===== src/rtl/np_credit_pkg.sv =====
package np_credit_pkg;

  typedef logic [1:0] code_t;

  // grant code -> credits added
  function automatic logic [1:0] grant_amt(code_t g);
    case (g)
      2'b00:   grant_amt = 2'd0;
      2'b01:   grant_amt = 2'd1;
      default: grant_amt = 2'd2;
    endcase
  endfunction

  // delivery code -> credits consumed
  function automatic logic [1:0] deliver_amt(code_t d);
    case (d)
      2'b00:   deliver_amt = 2'd0;
      2'b01:   deliver_amt = 2'd1;
      default: deliver_amt = 2'd2;
    endcase
  endfunction

endpackage


===== src/rtl/np_credit_step.sv =====
module np_credit_step
  import np_credit_pkg::*;
#(
  parameter int unsigned CNT_W      = 6,
  parameter int unsigned CREDIT_MAX = 32
) (
  input  logic [CNT_W-1:0] cnt_i,
  input  code_t            grant_i,
  input  code_t            deliver_i,
  output logic [CNT_W-1:0] cnt_o
);

  localparam logic [CNT_W:0] LIM = (CNT_W + 1)'(CREDIT_MAX);

  logic [1:0]       inc, dec;
  logic [CNT_W:0]   sum;
  logic [CNT_W-1:0] dec_w;

  assign inc   = grant_amt(grant_i);
  assign dec   = deliver_amt(deliver_i);
  assign sum   = {1'b0, cnt_i} + {{(CNT_W - 1){1'b0}}, inc};
  assign dec_w = {{(CNT_W - 2){1'b0}}, dec};

  always_comb begin
    cnt_o = cnt_i;
    if (inc != 2'd0 && dec == 2'd0) begin
      cnt_o = (sum > LIM) ? LIM[CNT_W-1:0] : sum[CNT_W-1:0];
    end else if (inc == 2'd0 && dec != 2'd0) begin
      cnt_o = (cnt_i > dec_w) ? cnt_i - dec_w : '0;
    end
  end

endmodule


===== src/rtl/np_credit_reg.sv =====
module np_credit_reg #(
  parameter int unsigned CNT_W = 6
) (
  input  logic             clk_i,
  input  logic             rst_ni,
  input  logic [CNT_W-1:0] d_i,
  output logic [CNT_W-1:0] q_o,
  output logic             nz_o
);

  always_ff @(posedge clk_i or negedge rst_ni) begin
    if (!rst_ni) q_o <= '0;
    else         q_o <= d_i;
  end

  assign nz_o = |q_o;

endmodule


===== src/rtl/np_credit_delay.sv =====
module np_credit_delay #(
  parameter int unsigned W      = 6,
  parameter int unsigned STAGES = 2
) (
  input  logic         clk_i,
  input  logic         rst_ni,
  input  logic [W-1:0] d_i,
  output logic [W-1:0] q_o
);

  if (STAGES == 0) begin : g_bypass
    assign q_o = d_i;
  end else begin : g_pipe
    logic [W-1:0] stg_q [STAGES];
    for (genvar i = 0; i < STAGES; i++) begin : g_stg
      always_ff @(posedge clk_i or negedge rst_ni) begin
        if (!rst_ni)     stg_q[i] <= '0;
        else if (i == 0) stg_q[i] <= d_i;
        else             stg_q[i] <= stg_q[(i == 0) ? 0 : i - 1];
      end
    end
    assign q_o = stg_q[STAGES-1];
  end

endmodule


===== src/rtl/np_credit_tracker.sv =====
module np_credit_tracker
  import np_credit_pkg::*;
#(
  parameter int unsigned CREDIT_MAX = 32,
  parameter int unsigned OUT_STAGES = 2,
  parameter int unsigned CNT_W      = $clog2(CREDIT_MAX + 1)
) (
  input  logic             clk_i,
  input  logic             rst_ni,
  input  logic [1:0]       grant_i,
  input  logic [1:0]       deliver_i,
  output logic [CNT_W-1:0] count_o,
  output logic             credit_avail_o
);

  logic [CNT_W-1:0] cnt_q, cnt_d;

  np_credit_step #(.CNT_W(CNT_W), .CREDIT_MAX(CREDIT_MAX)) i_step (
    .cnt_i    (cnt_q),
    .grant_i  (grant_i),
    .deliver_i(deliver_i),
    .cnt_o    (cnt_d)
  );

  np_credit_reg #(.CNT_W(CNT_W)) i_reg (
    .clk_i (clk_i),
    .rst_ni(rst_ni),
    .d_i   (cnt_d),
    .q_o   (cnt_q),
    .nz_o  (credit_avail_o)
  );

  np_credit_delay #(.W(CNT_W), .STAGES(OUT_STAGES)) i_delay (
    .clk_i (clk_i),
    .rst_ni(rst_ni),
    .d_i   (cnt_q),
    .q_o   (count_o)
  );

endmodule


===== config.mk =====
export PLATFORM = sky130hd
export DESIGN_NAME = np_credit_tracker
export DESIGN_NICKNAME = d
export VERILOG_FILES = /design/src/rtl/np_credit_pkg.sv /design/src/rtl/np_credit_step.sv /design/src/rtl/np_credit_reg.sv /design/src/rtl/np_credit_delay.sv /design/src/rtl/np_credit_tracker.sv
export SDC_FILE = /design/constraint.sdc
export NUM_CORES = 1
export LEC_CHECK = 0
export ABC_AREA = 1
export BUFFER_PORTS_ARGS = -buffer_cell sky130_fd_sc_hd__buf_2
export CELL_PAD_IN_SITES_DETAIL_PLACEMENT = 2
export CELL_PAD_IN_SITES_GLOBAL_PLACEMENT = 2
export CORE_UTILIZATION = 33
export DETAILED_ROUTE_END_ITERATION = 6
export HOLD_SLACK_MARGIN = 0.05
export PLACE_DENSITY_LB_ADDON = 0.15
export SLEW_MARGIN = 20
export SYNTH_ARGS = -nofsm -noshare
export SYNTH_HDL_FRONTEND = slang
export SYNTH_SLANG_ARGS = --single-unit

===== constraint.sdc =====
create_clock -name clk_i -period 1.95 [get_ports clk_i]
set_input_delay 0.39 -clock clk_i [delete_from_list [all_inputs] [get_ports clk_i]]
set_output_delay 0.39 -clock clk_i [all_outputs]
set_load 0.05 [all_outputs]

==> summary.txt, run 1 <==
Worst hold path
  • Hold path startpoint: i_delay.g_pipe.stg_q[7]
  • Hold Crit Class: reg2reg
  • Hold depth: 0
  • Hold Path Sink: i_delay.q_o[1]

Outcome
  • Status: finished clean

Worst setup path
  • Worst Path Max Fanout: 4
  • WP data arrival: 2.13 ns
  • Slowest cell on crit path: fa_2
  • CP Buf/Inv Count: 2
  • Biggest cell delay along the critical path: ~0.54 ns
  • Setup CP Type: reg2reg
  • Reg-to-Reg End: i_reg.q_o[4]
  • Crit path cell chain: ha_4, inv_2, fa_2, inv_2, nor2_2, nand2_1, nor2_1, nand3_1, nand2_2, nand2_2, a21oi_2
  • Family with the most delay on the worst path: adder cells
  • Depth of the most critical reg-to-reg path: 11
  • Worst reg2reg startpoint: i_reg.q_o[0]
  • CP Data Required Time: 2.19 ns
  • Worst setup EP type: flip-flop
  • R2R setup slack: between 0.06 and 0.07 ns
  • CP Launch Type: flip-flop

GRT
  • Gr usage total: 19.3%
  • First-pass GRT wire length: 4930 um
  • Pin count of the biggest net entering global routing: 19
  • GRT overflow: 0
  • Vias in the first global route: 1024
  • Initial antenna violation count: 0

Place
  • DP Area: 1210 um2
  • HPWL after detailed placement: 2330 um
  • DP Cell Count: about 190
  • Final GP Congestion: 0.825
  • Pre-CTS setup slack: -0.208 ns
  • Port-buffer cells: 12

Floorplan
  • Chip height: 59.6 um
  • Starting Density: 35.2%
  • Site Rows: 20
  • Die Width: slightly below 60 um
  • IO Pins: 13
  • Die area: 3550 um2
  • Core area: 3100 um2

Clocking
  • CTS tree: yes
  • Buffer levels on the longest clock path: 2
  • Clock slew at reported path FFs: roughly 0.11 ns
  • Worst-Skew Late Latency: 0.30 ns
  • Root Buffer: clkbuf_4
  • CTS Sinks: 18
  • CTS Buf Count: 3
  • CTS H-Tree Depth: 1

Final layout
  • Final core utilization: 42.0%
  • Fin nets: 170
  • Layout cells sized above 1: 33.3%
  • Layout overhead on the synthesized area: 19.1%
  • N_diodes: 0
  • Final std cells w/o fill: 200
  • Final instance area: 1300 um2

Pwr
  • Max IR drop VDD: ~410 uV
  • Part of the power in combinational logic: 57.8%
  • Net load switching power: between 0.001 and 0.0015 W
  • Int Power: 0.00105 W
  • Reg power frac: 30.7%
  • Sw Ratio: 49.2%
  • P per Cell Area: 1590 nW/um2
  • Clock Power Share: about 12%
  • Leak pwr: around 0.66 nW

Timing
  • Setup Viol. Count Final: 0
  • Slew Limit Fails: 0
  • Unrepaired setup endpoints after global routing: true
  • Min Tclk post-route: 1.89 ns
  • Setup TNS: 0 ns
  • Period utilisation layout: 96.8%
  • Hold Vio Cnt, Final: 0
  • F_max: 0.530 GHz
  • Final worst setup slack: roughly 0.063 ns
  • Clock Skew: about 0.00025 ns
  • Slew @ Worst Pin: roughly 0.4 ns
  • Slew margin rel.: 73.8%

Route
  • TritonRoute pass-1 iters: 4
  • Drt drc: 0
  • Avg WL per Cell: 13.9 um
  • Post-route ant nets: 0
  • Final wirelength: ~2800 um
  • Routed vias/inst: 4.56
  • Via count: roughly 910
  • DRT iter0 DRCs: 27

Synth
  • Yosys top cell by area: dfrtp_1
  • Ys flop type: dfrtp_1
  • Sequential share of the synthesized area: 41.2%
  • Most frequent cell after synthesis: nand2_1
  • Syn Inst Count: roughly 140
  • Mapped Area: 1090 um2
  • Post-synth EDFFs: 0
  • Synth area leaders: dfrtp_1 41%, nand2_1 12%, inv_1 7.6%
  • Synth cell count leaders: 34 x nand2_1, 22 x inv_1, 20 x nor2_1
  • Post-Synthesis Mean Instance Area: 7.98 um2
  • Synth cell types: 19
  • Asr flop ratio synth: 100%
  • Register bit total from synthesis: 18
  • Net count after synthesis: 150
  • Synth top area share: 41.2%
  • Synth warn: 0

Run
  • Maxcap violations: 0
[sequential cells by signal, summed over array words and instances (netlist names)]
name and cells:
i_delay.q_o 6, i_reg.q_o 6, i_delay.g_pipe.stg_q 6
[final cells by class]
type                       instances  area, um2
clock buffer                       4       36.3
fill                             391       1800
inverter                          24       90.1
multi-input combinational         88        531
sequential                        18        453
tap                               44       55.1
timing repair buffer              22        138
[per-stage QoR]
step	total power [W]	hold slack (ns)
floorplan	0.00152	0.0944
global placement	0.00172	0.333
detailed placement	0.00178	0.336
CTS	0.00203	0.362
global route	0.00226	0.365
finish	0.00207	0.359
[per-layer routing]
| metal | vias up | GRT usage (%) | wire [um] |
|---|---|---|---|
| met5 | - | 0 | 0 |
| met4 | 0 | 6.98 | 16 |
| met3 | 2 | 2.62 | 45 |
| met2 | 12 | 33.9 | 1450 |
| met1 | 454 | 24.0 | 1280 |
| li1 | 444 | - | - |
[power by group through the flow]
stage                     combinational [W]  sequential, W  clock (W)
final                               0.00119       0.000635   0.000238
after global routing                0.00134       0.000660   0.000262
after CTS                           0.00114       0.000650   0.000243
after detailed placement            0.00112       0.000660          0
after global placement              0.00107       0.000647          0
after floorplan                    0.000878       0.000642          0
[worst max-delay path by stage]
stage	startpoint	to	slack (ns)	cells after the start
after floorplan	grant_i[0]	i_reg.q_o[4]	0.13	13
after global placement	grant_i[1]	i_reg.q_o[0]	-0.09	13
after detailed placement	grant_i[0]	i_reg.q_o[0]	-0.21	15
after CTS	i_reg.q_o[0]	i_reg.q_o[0]	-0.009	11
after global routing	i_reg.q_o[0]	i_reg.q_o[0]	-0.08	11
final	i_reg.q_o[0]	i_reg.q_o[4]	0.06	11
[cell families after synthesis]
| logic type | count (synthesis) | share of synthesized area (%) |
|---|---|---|
| DFF | 18 | 41.2 |
| and+or+nand+nor | 67 | 25.9 |
| buffers and inverters | 31 | 13.4 |
| xor gates and xnor gates | 4 | 3.20 |
| AOI/OAI and AO/OA | 10 | 6.98 |
| adders and majority gates | 7 | 9.38 |
[repair_timing]
item,CTS,global route
hold buffers,1,0
pin swaps,0,3
hold endpoints to repair,18,0
buffers inserted,0,1
cloned,0,0
gates resized for setup,1,15
endpoints found under the setup margin,4,7
[placed cells by master (no fill, tap or decap)]
master and n:
dfrtp_2 2, clkbuf_8 1, clkbuf_4 3, a21oi_2 5, nand2_2 7, ha_4 1
nand3_2 2, a21oi_4 1, xnor2_1 1, dlygate4sd3_1 1, buf_2 12, xor2_1 3
buf_4 9, a21oi_1 4, inv_2 5, nor2_1 19, nand2_1 30, ha_1 4
nand3_1 7, fa_2 2, clkinv_1 1, nor2_2 2, inv_1 18, dfrtp_1 16
Note: power is estimated with default switching activity, not from simulation.
==> run 2, diff against run 1 <==
ABC_AREA = default   (was 1)
CORE_UTILIZATION = 35   (was 33)
==> run 2 against run 1 <==
Compared with the run above: the run now ends with design-rule violations, negative setup slack left; highest routed layer unchanged; clock power shrank 5%; utilization grew 6.2 points; sequential share of layout area shrank 1.6 points.
==> summary.txt, run 2 <==
Synth
  • Synth warn: 0
  • Synth cell count leaders: 18 x dfrtp_1, 11 x inv_1, 6 x buf_4, 6 x nor2_1
  • Ys flop type: dfrtp_1
  • Synth Area in Simple Gates: a little under a fifth
  • Post-synthesis compound-gate area fraction: between 10% and 20%
  • Asr flop ratio synth: 100%
  • Yosys top cell by area: dfrtp_1
  • Most frequent cell after synthesis: dfrtp_1
  • Post-synth EDFFs: 0
  • Synth Area in Adders: 9.62%
  • Mapped Area: 1070 um2
  • Synth Area in XOR/XNOR: 1.64%
  • Synth top area share: 42.3%
  • Largest family of logic cells by synthesized area: simple AND/OR/NAND/NOR gates
  • Sequential share of the synthesized area: 42.3%
  • Net count after synthesis: 120
  • Synth area leaders: dfrtp_1 42%, ha_1 5.9%, buf_4 4.2%
  • Syn Inst Count: 107
  • Synth cell types: 40
  • Register bit total from synthesis: 18
  • Post-Synthesis Mean Instance Area: ~10 um2
  • Mux share of post-synthesis cell area: 2.00%

Route
  • Post-route ant nets: 0
  • TritonRoute pass-1 iters: 5
  • DRT iter0 DRCs: 26
  • Drt drc: 8
  • Routed vias/inst: 5.49
  • Via count: 900
  • Final wirelength: 2930 um
  • Avg WL per Cell: 17.9 um

Timing
  • Setup TNS: -0.172 ns
  • Final worst setup slack: -0.172 ns
  • F_max: 0.471 GHz
  • Clock Skew: ~0.0011 ns
  • Slew Limit Fails: 0
  • Slew @ Worst Pin: between 0.3 and 0.4 ns
  • Unrepaired setup endpoints after global routing: true
  • Min Tclk post-route: 2.12 ns
  • Setup Viol. Count Final: 1
  • Period utilisation layout: 109%
  • Hold Vio Cnt, Final: 0
  • Slew margin rel.: 73.8%

GRT
  • GRT overflow: 0
  • Gr usage total: 19.2%
  • Initial antenna violation count: 0
  • Pin count of the biggest net entering global routing: 19
  • Vias in the first global route: 1014
  • First-pass GRT wire length: 4710 um

Clocking
  • Buffer levels on the longest clock path: 2
  • Root Buffer: clkbuf_4
  • CTS Sinks: 18
  • CTS Buf Count: 3
  • Clock slew at reported path FFs: 0.09 ns
  • CTS H-Tree Depth: 1
  • CTS tree: yes
  • Worst-Skew Late Latency: 0.30 ns

Worst setup path
  • Worst setup EP type: output pin
  • Family with the most delay on the worst path: simple AND/OR/NAND/NOR gates
  • CP Data Required Time: about 1.6 ns
  • Slowest cell on crit path: or4_4
  • CP Buf/Inv Count: 1
  • WP data arrival: between 1.5 and 2 ns
  • Worst Path Max Fanout: 2
  • Setup CP Type: reg2out
  • CP Launch Type: flip-flop
  • Biggest cell delay along the critical path: 0.54 ns
  • Crit path cell chain: or4_4, or3_4, buf_6

Outcome
  • Status: finished, violations left
  • Violated checks: design-rule violations, negative setup slack

Pwr
  • Reg power frac: 29.9%
  • Leak pwr: 0.620 nW
  • Int Power: about 0.0011 W
  • Sw Ratio: 45.1%
  • Clock Power Share: 11.3%
  • Net load switching power: 0.000907 W
  • P per Cell Area: roughly 1500 nW/um2
  • Max IR drop VDD: 450 uV
  • Power Total: approximately 0.002 W
  • Part of the power in combinational logic: between 50% and 60%

Floorplan
  • IO Pins: 13
  • Die area: 3270 um2
  • Core area: 2830 um2
  • Chip height: roughly 57 um
  • Site Rows: 19
  • Die Width: 57.2 um
  • Starting Density: 37.7%

Place
  • Port-buffer cells: 12
  • Pre-CTS setup slack: -0.287 ns
  • Final GP Congestion: 0.734
  • HPWL after detailed placement: between 2000 and 2500 um
  • DP Area: 1210 um2

Final layout
  • Layout cells sized above 1: 44.4%
  • Largest registers: i_delay.g_pipe.stg_q (6), i_delay.q_o (6), i_reg.q_o (6)
  • Fin nets: 147
  • Commonest non-fill, non-tap cell in the layout: buf_4
  • N_diodes: 0
  • Final instance area: 1360 um2
  • Layout overhead on the synthesized area: 27.8%
  • Commonest cells after routing, fill and taps aside: 20 x buf_4, 17 x dfrtp_1, 11 x inv_1, 11 x buf_2, 6 x nor2_1

Run
  • Maxcap violations: 0

Worst hold path
  • Hold Crit Class: reg2reg
run 2: changes by cell type after synthesis, moves of 4 or more:
cell / change
a21oi_2: -4
inv_1: -11
nand2_1: -31
nand3_1: -5
nor2_1: -14
nor2b_1: +5
nor3_1: +4
or3_1: +4
run 2: cell families after synthesis:
kind of cell,after synthesis
adder cells (fa/ha/maj),7
multiplexers,2
AO/OA/AOI/OAI,21
flip-flops,18
buffers and inverters,22
AND/OR/NAND/NOR,35
XOR/XNOR,2
run 2: layer usage:
layer / share of wire (%) / up-vias / routed length, um / global-route usage (%)
met1: 41 / 457 / 1200 / 21.2
met3: 2.2 / 9 / 65 / 2.72
li1: - / 417 / - / -
met4: 2.4 / 0 / 70 / 11.8
met5: 0 / - / 0 / 0
met2: 55 / 17 / 1600 / 34.6
run 2: worst reg2reg max path, cell delays in order (launching register included):
cell     delay (ns)
dfrtp_1        0.43
inv_1          0.07
ha_1           0.15
inv_1          0.06
fa_2           0.37
nor2b_1        0.15
or3_4          0.34
a22oi_2        0.16
a31oi_1        0.06
run 2: stage by stage:
stage	util (%)	hold WS, ns	std cells
6_report	48.2	0.355	164
3_3_place_gp	42.8	0.328	154
3_5_place_dp	42.8	0.328	154
2_1_floorplan	-	0.0944	107
4_1_cts	45.5	0.359	161
5_1_grt	48.2	0.369	164
run 2: timing repair:
action / in CTS / in global routing
pin swaps: 1 / 7
buffers inserted: 2 / 3
cloned: 0 / 0
setup endpoints to repair: 4 / 7
hold buffers: 1 / 0
resized for setup: 6 / 12
endpoints found under the hold margin: 18 / 0
run 2: area by class of cell:
cell class	instances	area (um2)
fill	320	1470
tap	31	38.8
multi-input combinational	67	568
sequential	18	452
timing repair buffer	33	226
clock buffer	4	36.3
inverter	11	41.3
run 2: final timing paths:
check,startpoint,endpoint,slack [ns],cells after the start
worst max-delay path,i_reg.q_o[4],credit_avail_o,-0.17,3
worst min-delay path,i_delay.g_pipe.stg_q[10],i_delay.q_o[4],0.35,0
worst max register to register,i_reg.q_o[0],i_reg.q_o[2],0.04,8
worst min register to register,i_delay.g_pipe.stg_q[10],i_delay.q_o[4],0.35,0
max in group asynchronous,rst_ni,i_reg.q_o[1],1.12,2
min in group asynchronous,rst_ni,i_delay.g_pipe.stg_q[6],0.55,2
run 2: power by group through the flow:
stage               combinational (W)  clock (W)  sequential (W)
floorplan                    0.000783          0        0.000585
global placement              0.00101          0        0.000598
detailed placement            0.00105          0        0.000611
CTS                           0.00109   0.000232        0.000606
global route                  0.00129   0.000247        0.000619
finish                        0.00118   0.000226        0.000601
